## config.mk

```make
export PLATFORM = sky130hd
export DESIGN_NAME = ext_irq_unit
export DESIGN_NICKNAME = d
export VERILOG_FILES = /design/src/rtl/ext_irq_pkg.sv /design/src/rtl/ext_src_latch.sv /design/src/rtl/ext_interval_timer.sv /design/src/rtl/ext_irq_unit.sv
export SDC_FILE = /design/constraint.sdc
export NUM_CORES = 1
export LEC_CHECK = 0
export BUFFER_PORTS_ARGS = -buffer_cell sky130_fd_sc_hd__clkbuf_2
export CAP_MARGIN = 20
export CORE_UTILIZATION = 52
export CTS_CLUSTER_DIAMETER = 200
export DETAILED_ROUTE_END_ITERATION = 10
export PLACE_DENSITY = 0.85
export SYNTH_ARGS = -nofsm -noshare
export SYNTH_HDL_FRONTEND = slang
export SYNTH_SLANG_ARGS = --single-unit
```

## constraint.sdc

```tcl
create_clock -name clk -period 7.4 [get_ports clk]
set_clock_uncertainty 0.05 [all_clocks]
set_input_delay 0.37 -clock clk [delete_from_list [all_inputs] [get_ports clk]]
set_output_delay 0.37 -clock clk [all_outputs]
set_load 0.03 [all_outputs]
```

## src/rtl/ext_irq_pkg.sv

```systemverilog
package ext_irq_pkg;
  localparam int unsigned NUM_LINES = 6;
  localparam int unsigned SRC_N     = NUM_LINES + 2;
  localparam int unsigned CODE_W    = 16;
  localparam int unsigned TMR_W     = 32;
  localparam int unsigned KEY_POS   = NUM_LINES;
  localparam int unsigned TMR_POS   = NUM_LINES + 1;

  // bit position of external line i inside the code (highest line lowest)
  function automatic int unsigned line_pos(input int unsigned i);
    return NUM_LINES - 1 - i;
  endfunction

  function automatic logic [TMR_W-1:0] tmr_dec(input logic [TMR_W-1:0] v);
    return v - 1'b1;
  endfunction

  // non-negative before, negative after
  function automatic logic tmr_crosses(input logic [TMR_W-1:0] old_v,
                                       input logic [TMR_W-1:0] new_v);
    return !old_v[TMR_W-1] && new_v[TMR_W-1];
  endfunction
endpackage

```

## src/rtl/ext_src_latch.sv

```systemverilog
module ext_src_latch (
  input  logic clk,
  input  logic rst_n,
  input  logic set_i,
  input  logic clr_i,
  output logic q_o
);
  always_ff @(posedge clk or negedge rst_n) begin
    if (!rst_n) q_o <= 1'b0;
    else        q_o <= (q_o & ~clr_i) | set_i;
  end

  assert_set_R1: assert property (@(posedge clk) disable iff (!rst_n)
    set_i |=> q_o);
  assert_hold_R1: assert property (@(posedge clk) disable iff (!rst_n)
    (q_o && !clr_i) |=> q_o);
  assert_clear_R5: assert property (@(posedge clk) disable iff (!rst_n)
    (clr_i && !set_i) |=> !q_o);
endmodule

```

## src/rtl/ext_interval_timer.sv

```systemverilog
module ext_interval_timer #(
  parameter int unsigned W = 32
) (
  input  logic         clk,
  input  logic         rst_n,
  input  logic         load_i,
  input  logic [W-1:0] load_val_i,
  input  logic         tick_i,
  input  logic         stop_i,
  output logic [W-1:0] value_o,
  output logic         fire_o
);
  logic         dec_en;
  logic [W-1:0] dec_val;

  assign dec_en  = tick_i & ~stop_i & ~load_i;
  assign dec_val = value_o - 1'b1;
  assign fire_o  = dec_en & !value_o[W-1] & dec_val[W-1];

  always_ff @(posedge clk or negedge rst_n) begin
    if (!rst_n)      value_o <= '0;
    else if (load_i) value_o <= load_val_i;
    else if (dec_en) value_o <= dec_val;
  end

  assert_load_R8: assert property (@(posedge clk) disable iff (!rst_n)
    load_i |=> (value_o == $past(load_val_i)));
  assert_stop_R10: assert property (@(posedge clk) disable iff (!rst_n)
    (stop_i && !load_i) |=> $stable(value_o));
  assert_fire_neg_R9: assert property (@(posedge clk) disable iff (!rst_n)
    fire_o |=> value_o[W-1]);
  assert_fire_once_R9: assert property (@(posedge clk) disable iff (!rst_n)
    fire_o |=> !fire_o);
endmodule

```

## src/rtl/ext_irq_unit.sv

```systemverilog
module ext_irq_unit
  import ext_irq_pkg::*;
(
  input  logic                 clk,
  input  logic                 rst_n,
  input  logic [NUM_LINES-1:0] ext_line,
  input  logic                 console_key,
  input  logic                 psw_load,
  input  logic                 psw_mask_bit,
  input  logic                 rd_latch,
  input  logic                 rd_chan,
  input  logic                 stopped,
  input  logic                 line_tick,
  input  logic                 tmr_load,
  input  logic [TMR_W-1:0]     tmr_load_val,
  output logic                 ext_req,
  output logic                 sum_bit7,
  output logic [CODE_W-1:0]    irq_code,
  output logic [TMR_W-1:0]     tmr_value
);
  logic [SRC_N-1:0] src_set;
  logic [SRC_N-1:0] src_q;
  logic             tmr_fire;
  logic             mask_q;
  logic             any_src;

  ext_interval_timer #(.W(TMR_W)) u_timer (
    .clk(clk), .rst_n(rst_n), .load_i(tmr_load), .load_val_i(tmr_load_val),
    .tick_i(line_tick), .stop_i(stopped), .value_o(tmr_value), .fire_o(tmr_fire)
  );

  always_comb begin
    src_set = '0;
    for (int unsigned i = 0; i < NUM_LINES; i++)
      src_set[line_pos(i)] = ext_line[i];
    src_set[KEY_POS] = console_key;
    src_set[TMR_POS] = tmr_fire;
  end

  for (genvar g = 0; g < SRC_N; g++) begin : g_src
    ext_src_latch u_latch (
      .clk(clk), .rst_n(rst_n), .set_i(src_set[g]), .clr_i(rd_latch), .q_o(src_q[g])
    );
  end

  always_ff @(posedge clk or negedge rst_n) begin
    if (!rst_n)        mask_q <= 1'b0;
    else if (psw_load) mask_q <= psw_mask_bit;
  end

  assign any_src  = |src_q;
  assign ext_req  = mask_q & any_src;
  assign sum_bit7 = rd_chan & any_src;
  assign irq_code = {{(CODE_W-SRC_N){1'b0}}, src_q};

  assert_mask_load_R3: assert property (@(posedge clk) disable iff (!rst_n)
    psw_load |=> (mask_q == $past(psw_mask_bit)));
  assert_mask_hold_R3: assert property (@(posedge clk) disable iff (!rst_n)
    !psw_load |=> $stable(mask_q));
  assert_timer_src_R9: assert property (@(posedge clk) disable iff (!rst_n)
    tmr_fire |=> src_q[TMR_POS]);
  assert_chan_keeps_R7: assert property (@(posedge clk) disable iff (!rst_n)
    (rd_chan && !rd_latch) |=> ((src_q & $past(src_q)) == $past(src_q)));
endmodule

```

==> insert_results.sql <==
INSERT INTO impl_metrics (metric_group, metric, value, unit) VALUES
('run_status', 'run_status', 'finished with violations', ''),
('run_status', 'violations', 'negative hold slack', ''),
('placement', 'place_congestion', '0.890', ''),
('die', 'chipWidth', '69.9', 'um'),
('die', 'core_region_area', '4380', 'sq um'),
('yosys', 'yosysWarnings', '0', ''),
('power', 'pwr_density_cell', '194', 'nW/um^2'),
('global_routing', 'grt_start_max_net_pins', '42', ''),
('global_routing', 'grt.total_usage', '24.5', '%'),
('routing', 'drt_drc_violations_left', '0', ''),
('global_routing', 'grt_antenna_before_repair', '0', ''),
('power', 'leakage', '1.25', 'nW'),
('layout', 'finalNetCount', '383', ''),
('die', 'die-area', '4880', 'sq um'),
('timing', 'worst_hold_slack', '-0.0150', 'ns'),
('placement', 'port_buffers', '89', ''),
('die', 'count_of_pins_on_the_block_boundary', '98', ''),
('clock_network', 'path_clk_slew', '0.08', 'ns'),
('yosys', 'synth_seq_area_share', '42.8', '%'),
('worst_setup_path', 'critical_path.reg2reg.startpoint', 'u_timer.value_o[0]', ''),
('layout', 'multiInputGateArea', '1190', 'sq um'),
('timing', 'unrepaired_setup_endpoints_after_global_routing', 'no', ''),
('clock_network', 'post_cts_hold_buffer_count', '0', ''),
('timing', 'finalSetupViolations', '0', ''),
('placement', 'place_ws', '4.68', 'ns'),
('clock_network', 'clock_insertion_delay_worst_skew', '0.29', 'ns'),
('yosys', 'synth_async_sr_flop_share', '100', '%'),
('timing', 'layout_min_cycle_time', '2.77', 'ns'),
('routing', 'routed_wire_length_per_instance', '15.0', 'um'),
('flow_run', 'max_cap_violations', '0', ''),
('power', 'vdd_ir_drop_max', '105', 'uV'),
('layout', 'final_core_util', '65.8', '%'),
('routing', 'detailroute.via_count', '2259', ''),
('routing', 'dr.pass1.iters', '4', ''),
('timing', 'report.final.hold_viol_count', '18', ''),
('timing', 'rel_slew_slack', '39.4', '%'),
('layout', 'layout.filler_cells', '383', ''),
('timing', 'fmax', '0.361', 'GHz'),
('worst_setup_path', 'cp_cell_sequence', 'inv_1 -> ha_1 -> nand4bb_1 -> nor4_1 -> or4b_1 -> a31oi_1', ''),
('layout', 'antenna_cells_inserted', '0', ''),
('worst_setup_path', 'max_stage_delay', '0.72', 'ns'),
('clock_network', 'cts_inserted_buffers', '5', ''),
('clock_network', 'post-cts-setup-buffer-count', '0', ''),
('layout', 'area_growth', '20.4', '%'),
('hold_path', 'hp-class', 'in2async', ''),
('layout', 'drive_gt1_share', '32.0', '%'),
('global_routing', 'number_of_global_route_vias_before_repair', '2123', ''),
('worst_setup_path', 'required', '7.57', 'ns'),
('clock_network', 'htree_levels', '2', ''),
('yosys', 'synth_seq_cells', '41', ''),
('global_routing', 'wire_length_of_the_first_global_routing_pass', '9.67', 'mm'),
('yosys', 'number_of_different_library_cells_in_the_post_synthesis_netlist', '43', ''),
('layout', 'register_area', '1030', 'sq um'),
('yosys', 'ys.flop_type', 'dfrtp_1', ''),
('worst_setup_path', 'critical_path.startpoint_type', 'flop', ''),
('layout', 'mostFrequentLayoutCell', 'clkbuf_2', ''),
('die', 'die-height', '69.9', 'um'),
('routing', 'post_dr_vias_cell', '5.85', ''),
('worst_setup_path', 'critPathKind', 'reg2reg', ''),
('timing', 'worst_slack', '4.63', 'ns'),
('clock_network', 'cts-resized-gates', '0', ''),
('clock_network', 'cts_tree', 'built', ''),
('worst_setup_path', 'timing.reg2reg.setup_slack', '4.63', 'ns'),
('routing', 'wl', '5.77', 'mm'),
('worst_setup_path', 'arrival', '2.94', 'ns'),
('yosys', 'post_synth.cell_area_avg', '9.21', 'sq um'),
('timing', 'period_share', '37.5', '%'),
('routing', 'antenna_violating_nets_post_route', '0', ''),
('yosys', 'synth_edf_count', '0', ''),
('worst_setup_path', 'cp-end-kind', 'flop', ''),
('clock_network', 'clock_tree.buffer_depth', '2', '');
## cell usage after synthesis (all sizes together), types with 2 or more instances
cell type,count,area share (%)
dfrtp,41,43
nor2,26,4.1
buf,21,6.3
a31oi,19,5.0
or4,19,6.1
nand2,15,2.4
o21ai,13,2.7
o31ai,13,4.1
clkbuf,10,1.6
nor4,9,2.4
a21o,8,2.5
or3,7,1.8
or2,6,1.6
xnor2,6,2.2
inv,5,0.78
or4b,5,2.2
nand3,4,0.84
nor3,4,0.84
o41ai,4,1.5
nand4b,3,1.1
xor2,3,1.1
and2,2,0.52
nand2b,2,0.52
nor2b,2,0.52
## kinds of logic after synthesis
group                    count (synthesis)  synth area share [%]
AO/OA/AOI/OAI                           63                  17.7
XOR/XNOR                                 9                  3.29
adder cells (fa/ha/maj)                  1                 0.522
buffers and inverters                   36                  8.73
flip-flops                              41                  42.8
multiplexers                             1                 0.470
other                                    1                 0.157
AND/OR/NAND/NOR                        108                  26.3
## worst max-delay path by stage
| stage | to | cells past startpoint | slack [ns] | start |
|---|---|---|---|---|
| 6_report | u_timer.value_o[28] | 6 | 4.63 | u_timer.value_o[0] |
| 2_1_floorplan | u_timer.value_o[21] | 6 | 4.89 | u_timer.value_o[1] |
| 4_1_cts | u_timer.value_o[28] | 6 | 4.65 | u_timer.value_o[0] |
| 3_5_place_dp | u_timer.value_o[28] | 6 | 4.68 | u_timer.value_o[0] |
| 5_1_grt | u_timer.value_o[28] | 6 | 4.50 | u_timer.value_o[0] |
| 3_3_place_gp | u_timer.value_o[28] | 6 | 4.73 | u_timer.value_o[0] |
## worst max-delay path: cells and delay by family, from the launching register on
family | cells | cell delay [ns]
flip-flops | 1 | 0.42
AND/OR/NAND/NOR | 3 | 1.77
AO/OA/AOI/OAI | 1 | 0.17
buffers and inverters | 1 | 0.08
adder cells (fa/ha/maj) | 1 | 0.20
## registers in the layout, summed over array words and instances, names as in the netlist
name,flops
g_src.u_latch.q_o,8
u_timer.value_o,32
mask_q,1
## cell type report
type	count	area share, %
Sequential cell	41	35.6
Tap cell	52	2.26
Clock buffer	7	2.99
Timing Repair Buffer	91	17.4
Multi-Input combinational cell	190	41.1
Inverter	5	0.651
## metal layers
metal	part of all wire (%)	up-vias	track usage [%]	wire [um]
met5	0	-	0	0
met4	0.83	0	5.78	48
met3	5.1	6	4.76	292
met2	49	72	42.6	2840
met1	45	1074	31.3	2590
li1	-	1107	-	-
## stage by stage
step / instance area, sq um / cells / power (mW)
finish: 2880 / 386 / 0.558
detailed placement: 2740 / 377 / 0.409
CTS: 2830 / 384 / 0.558
floorplan: 2420 / 267 / 0.365
global route: 2880 / 386 / 0.585
global placement: 2740 / 377 / 0.405
## report_power, final
group	internal [mW]	switching (mW)	leakage (nW)
logic	0.0486	0.0908	0.739
clock network	0.0741	0.0758	0.0443
registers	0.244	0.0253	0.469
(Power assumes the default switching activity.)
